`src/rtl/mpw_pkg.sv`:
```
package mpw_pkg;

  // True when an absolute word address falls inside the array window.
  function automatic logic in_window(input int unsigned addr, input int unsigned base,
                                     input int unsigned depth);
    return (addr >= base) && (addr < base + depth);
  endfunction

  // Number of words one access of a port covers.
  function automatic int unsigned lane_count(input logic is_wide, input int unsigned wlog2);
    return is_wide ? (32'd1 << wlog2) : 32'd1;
  endfunction

endpackage

```
`src/rtl/mpw_pair.sv`:
```
// Builds, for one lower-priority port, the mask of bits claimed by one
// higher-priority port. Lanes are compared word by word.
module mpw_pair #(
  parameter int AW       = 5,
  parameter int DW       = 4,
  parameter int WL       = 1,
  parameter int LO_LANES = 1,
  parameter int HI_LANES = 1
) (
  input  logic [AW-1:0]         lo_addr,
  input  logic [AW-1:0]         hi_addr,
  input  logic [(DW<<WL)-1:0]   hi_en,
  output logic [(DW<<WL)-1:0]   kill
);
  localparam int PW = DW << WL;

  logic [AW-1:0] lo_base;
  logic [AW-1:0] hi_base;

  assign lo_base = lo_addr & ~AW'(LO_LANES - 1);
  assign hi_base = hi_addr & ~AW'(HI_LANES - 1);

  always_comb begin
    kill = '0;
    for (int s = 0; s < LO_LANES; s++) begin
      for (int t = 0; t < HI_LANES; t++) begin
        if ((lo_base | AW'(s)) == (hi_base | AW'(t)))
          kill[s*DW +: DW] = kill[s*DW +: DW] | hi_en[t*DW +: DW];
      end
    end
  end

endmodule

```
`src/rtl/mpw_array.sv`:
```
// Storage array: applies resolved enables and loads the initial image on reset.
module mpw_array
  import mpw_pkg::*;
#(
  parameter int AW        = 5,
  parameter int DW        = 4,
  parameter int WL        = 1,
  parameter int NPORTS    = 3,
  parameter logic [NPORTS-1:0] WIDE_MASK = 3'b010,
  parameter int DEPTH     = 16,
  parameter int OFFSET    = 8,
  parameter logic [DW-1:0] FILL = '0,
  parameter int NINIT     = 3,
  parameter logic [NINIT-1:0][AW-1:0] INIT_AT   = {5'd22, 5'd10, 5'd6},
  parameter logic [NINIT-1:0][7:0]    INIT_LEN  = {8'd4, 8'd3, 8'd5},
  parameter logic [NINIT-1:0][DW-1:0] INIT_BASE = {4'h1, 4'hA, 4'h3}
) (
  input  logic                   clk,
  input  logic                   rst,
  input  logic [NPORTS*AW-1:0]   addr,
  input  logic [NPORTS*(DW<<WL)-1:0] en,
  input  logic [NPORTS*(DW<<WL)-1:0] data,
  output logic [DEPTH*DW-1:0]    image
);
  localparam int PW    = DW << WL;
  localparam int LANES = 1 << WL;

  function automatic logic [DEPTH*DW-1:0] build_image();
    logic [DEPTH*DW-1:0] img;
    int unsigned a;
    for (int k = 0; k < DEPTH; k++) img[k*DW +: DW] = FILL;
    for (int r = 0; r < NINIT; r++) begin
      for (int i = 0; i < int'(INIT_LEN[r]); i++) begin
        a = int'(INIT_AT[r]) + i;
        if (in_window(a, OFFSET, DEPTH))
          img[(a-OFFSET)*DW +: DW] = INIT_BASE[r] + DW'(i);
      end
    end
    return img;
  endfunction

  localparam logic [DEPTH*DW-1:0] IMAGE = build_image();

  logic [DEPTH*DW-1:0] store;
  logic [DEPTH*DW-1:0] nxt;

  always_comb begin
    int unsigned  wa;
    int unsigned  nl;
    logic [DW-1:0] m;
    logic [DW-1:0] d;
    nxt = store;
    for (int p = 0; p < NPORTS; p++) begin
      nl = lane_count(WIDE_MASK[p], WL);
      for (int s = 0; s < LANES; s++) begin
        wa = int'(addr[p*AW +: AW] & ~AW'(nl - 1)) + s;
        m  = en[p*PW + s*DW +: DW];
        d  = data[p*PW + s*DW +: DW];
        if ((s < int'(nl)) && in_window(wa, OFFSET, DEPTH))
          nxt[(wa-OFFSET)*DW +: DW] = (nxt[(wa-OFFSET)*DW +: DW] & ~m) | (d & m);
      end
    end
  end

  always_ff @(posedge clk) begin
    if (rst) store <= IMAGE;
    else     store <= nxt;
  end

  assign image = store;

endmodule

```
`src/rtl/mpw_resolver.sv`:
```
// Top: per-bit priority resolution across write ports plus the backing array.
module mpw_resolver
  import mpw_pkg::*;
#(
  parameter int AW        = 5,
  parameter int DW        = 4,
  parameter int WIDE_LOG2 = 1,
  parameter int NPORTS    = 3,
  parameter logic [NPORTS-1:0] WIDE_MASK = 3'b010,
  parameter int DEPTH     = 16,
  parameter int OFFSET    = 8,
  parameter logic [DW-1:0] FILL = '0,
  parameter int NINIT     = 3,
  parameter logic [NINIT-1:0][AW-1:0] INIT_AT   = {5'd22, 5'd10, 5'd6},
  parameter logic [NINIT-1:0][7:0]    INIT_LEN  = {8'd4, 8'd3, 8'd5},
  parameter logic [NINIT-1:0][DW-1:0] INIT_BASE = {4'h1, 4'hA, 4'h3}
) (
  input  logic                                clk,
  input  logic                                rst,
  input  logic [NPORTS*AW-1:0]                wr_addr,
  input  logic [NPORTS*(DW<<WIDE_LOG2)-1:0]   wr_en,
  input  logic [NPORTS*(DW<<WIDE_LOG2)-1:0]   wr_data,
  output logic [NPORTS*(DW<<WIDE_LOG2)-1:0]   res_en,
  output logic [DEPTH*DW-1:0]                 mem_image
);
  localparam int PW = DW << WIDE_LOG2;

  logic [NPORTS*NPORTS*PW-1:0] kill;

  for (genvar i = 0; i < NPORTS; i++) begin : g_res
    localparam int LI = int'(lane_count(WIDE_MASK[i], WIDE_LOG2));
    localparam logic [PW-1:0] LMASK = WIDE_MASK[i] ? {PW{1'b1}} : PW'({DW{1'b1}});
    logic [PW-1:0] acc;

    for (genvar j = 0; j < NPORTS; j++) begin : g_vs
      if (j > i) begin : g_hi
        localparam int LJ = int'(lane_count(WIDE_MASK[j], WIDE_LOG2));
        mpw_pair #(
          .AW(AW), .DW(DW), .WL(WIDE_LOG2), .LO_LANES(LI), .HI_LANES(LJ)
        ) u_pair (
          .lo_addr (wr_addr[i*AW +: AW]),
          .hi_addr (wr_addr[j*AW +: AW]),
          .hi_en   (wr_en[j*PW +: PW] & (WIDE_MASK[j] ? {PW{1'b1}} : PW'({DW{1'b1}}))),
          .kill    (kill[(i*NPORTS+j)*PW +: PW])
        );
      end else begin : g_none
        assign kill[(i*NPORTS+j)*PW +: PW] = '0;
      end
    end

    always_comb begin
      acc = '0;
      for (int j = 0; j < NPORTS; j++) acc = acc | kill[(i*NPORTS+j)*PW +: PW];
    end

    assign res_en[i*PW +: PW] = wr_en[i*PW +: PW] & LMASK & ~acc;
  end

  mpw_array #(
    .AW(AW), .DW(DW), .WL(WIDE_LOG2), .NPORTS(NPORTS), .WIDE_MASK(WIDE_MASK),
    .DEPTH(DEPTH), .OFFSET(OFFSET), .FILL(FILL), .NINIT(NINIT),
    .INIT_AT(INIT_AT), .INIT_LEN(INIT_LEN), .INIT_BASE(INIT_BASE)
  ) u_array (
    .clk   (clk),
    .rst   (rst),
    .addr  (wr_addr),
    .en    (res_en),
    .data  (wr_data),
    .image (mem_image)
  );

endmodule

```
`config.mk`:
```
export PLATFORM = sky130hd
export DESIGN_NAME = mpw_resolver
export DESIGN_NICKNAME = d
export VERILOG_FILES = /design/src/rtl/mpw_pkg.sv /design/src/rtl/mpw_pair.sv /design/src/rtl/mpw_array.sv /design/src/rtl/mpw_resolver.sv
export SDC_FILE = /design/constraint.sdc
export NUM_CORES = 1
export LEC_CHECK = 0
export ABC_AREA = 1
export BUFFER_PORTS_ARGS = -buffer_cell sky130_fd_sc_hd__buf_4
export CORE_UTILIZATION = 59
export DETAILED_ROUTE_END_ITERATION = 6
export GPL_TIMING_DRIVEN = 0
export PLACE_DENSITY = 0.85
export REMOVE_ABC_BUFFERS = 1
export SLEW_MARGIN = 5
export SYNTH_ARGS = -nofsm -noshare
export SYNTH_HDL_FRONTEND = slang
export SYNTH_SLANG_ARGS = --single-unit
```
`constraint.sdc`:
```
create_clock -name clk -period 5.8 [get_ports clk]
set_clock_uncertainty 0.1 [all_clocks]
set_input_delay 0.29 -clock clk [delete_from_list [all_inputs] [get_ports clk]]
set_output_delay 0.29 -clock clk [all_outputs]
set_load 0.005 [all_outputs]
```
==> results.md <==
* Yosys cell types at 47
* Tmin final at 5.55 ns
* Initial Util at 60.3%
* Detailed Route Iter0 Violations at 2936
* Via Count at 13000
* Max frequency at 180 MHz
* Worst-margin pin slew at 1.30 ns
* Critical Path AT at 5.69 ns
* Crit path max-delay family: simple AND/OR/NAND/NOR gates
* CTS Sinks at 64
* Number of buffers created by CTS at 9
* Post-synth ARST share at 0%
* Total GRT Usage at 54.6%
* Post-synth top cells: nand2_1 (617), nand3_1 (262), inv_1 (194)
* Total wire length at 44700 microns
* Share of cells above drive strength 1 at 14.0%
* Hold Violations, Final at 0
* Ant diodes at 0
* Crit path kind: in2reg
* Beginning of the critical path: wr_addr[8]
* I/O pins at 153
* Final slew viol count at 0
* Die X-Extent at 127 microns
* Post-synth EDFFs at 0
* Total grt overflow at 0
* #FFs+latches synth at 64
* Layout Nets at 1910
* Post-Route Utilization at 68.6%
* Outcome: finished with violations
* Seq/Total Area, Yosys at 14.0%
* Synth top area share at 25.2%
* MaxCap Viol Count at 0
* Yosys warnings at 0
* Antenna Nets Post-Route at 0
* Largest net degree at the start of global routing at 58
* Cell area power density at 159 mW/mm^2
* Count leader, synth: nand2_1
* Syn Area/Cell at 5.30 sq um
* Top post-synthesis cells by area: nand2_1 (25%), nand3_1 (14%), dfxtp_1 (14%)
* Post-DR vias/cell at 6.47
* Post-Layout Cell Count at 2004
* Leakage at 5.40 nW
* 1st-pass router iterations at 7
* GPL Wtd Cong at 1.19
* Post-DP HPWL at 35100 microns
* CP bufs+invs at 6
* Routed WL per cell at 22.3 microns
* Max incr delay on CP at 0.46 ns
* Critical Path RT at 5.94 ns
* CP endpoint kind: flip-flop
* Worst-Skew Late Latency at 0.35 ns
* Max_slew headroom at 13.3%
* Vias in the first global route at 11300
* Reg clk slew, reported paths at 0.06 ns
* Failing checks: DRC
* Max VDD drop at 0.164 mV
* Flip-flop count of the largest register after layout at 64
* Syn Inst Count at 1731
* Die height at 127 microns
* CTS H-Tree Depth at 3
* Final period util at 95.7%
* Placed Cells at 1988
* Area leader, netlist: nand2_1
* Critical path peak fanout at 17
* First-pass GRT wire length at 64900 microns
* CTS tree: built
* Root Driver: clkbuf_16
* Core Rows at 45
* Slowest cell on the critical path: nor3_2
* Hold Crit Class: in2reg
* Core area at 0.0152 sq mm
* Worst hold slack at 0.118 ns
* CTS Buffer Depth at 2
* Initial antenna violation count at 1
* Synthesized area at 0.00917 sq mm
* Drc violations at 105
* HP Start: rst
* Port Buf Inserts at 127
* Ys flop type: dfxtp_1
* Area growth, synth to finish at 13.7%
* Crit path launch type: primary input
* RR Startpoint: u_array.image[26]
* Die Footprint at 0.0161 sq mm
* Count of final setup violators at 0
* Setup bufs post-CTS at 0
through the flow:
stage | instance area [sq um] | TNS, ns | power [W] | setup WS (ns)
after floorplan | 8830 | 0 | 0.000808 | 1.08
after global placement | 10000 | -92.00 | 0.00103 | -1.68
after detailed placement | 10100 | -19.57 | 0.00104 | -0.558
after CTS | 10400 | 0 | 0.00161 | 0.0149
after global routing | 10400 | -0.0354 | 0.00170 | -0.0354
final | 10400 | 0 | 0.00166 | 0.247
metal layers:
metal,GRT usage [%],vias to the layer above,share of wire [%]
li1,-,5734,-
met3,21.8,305,18
met2,79.6,1289,39
met5,0,-,0.027
met4,37.7,2,8.4
met1,65.7,5627,35
report_power, final:
| group | leakage (nW) | total [W] | switching, W | internal, W |
|---|---|---|---|---|
| clock network | 0.145 | 0.000573 | 0.000227 | 0.000346 |
| registers | 0.519 | 0.000468 | 0.0000156 | 0.000453 |
| logic | 4.74 | 0.000617 | 0.000442 | 0.000174 |
final timing paths:
| check | to | cells after the start | slack [ns] |
|---|---|---|---|
| setup / recovery | u_array.image[30] | 27 | 0.25 |
| hold / removal | u_array.image[1] | 2 | 0.12 |
| setup reg to reg | u_array.image[30] | 30 | 1.13 |
| hold reg to reg | u_array.image[28] | 6 | 0.69 |
logic make-up (layout without fill, tap and decap cells):
kind of cell	count (synthesis)	count (layout)	share of synthesized area, %
simple gates	1180	1180	57.7
compound gates	154	154	9.19
other cells	1	8	0.0409
flops	64	64	14.0
buf+inv	288	366	13.2
xor+xnor	10	10	1.04
fa+ha+maj	34	34	4.88
cell type report:
class                      count  area, sq um
tap                          188          235
clock buffer                  10          239
sequential                    64         1280
clock inverter                 6         67.6
timing repair buffer         129          990
multi-input combinational   1386         6770
inverter                     221          843
fill                        1497         4770
layout by cell type (no fill, tap or decap), drive strengths merged, types with 21 or more instances in the layout:
cell	count
nand3	275
nand2	631
nand4	56
nor2	163
a21oi	82
nor3	23
buf	128
o21ai	53
inv	219
dfxtp	64
ha	31
or2	21
timing repair:
item | in CTS | in global routing
hold buffers | 0 | 0
pin swaps | 0 | 0
setup endpoints to repair | 26 | 63
resized for setup | 2 | 12
No activity file was read; power rests on OpenSTA's default activity.
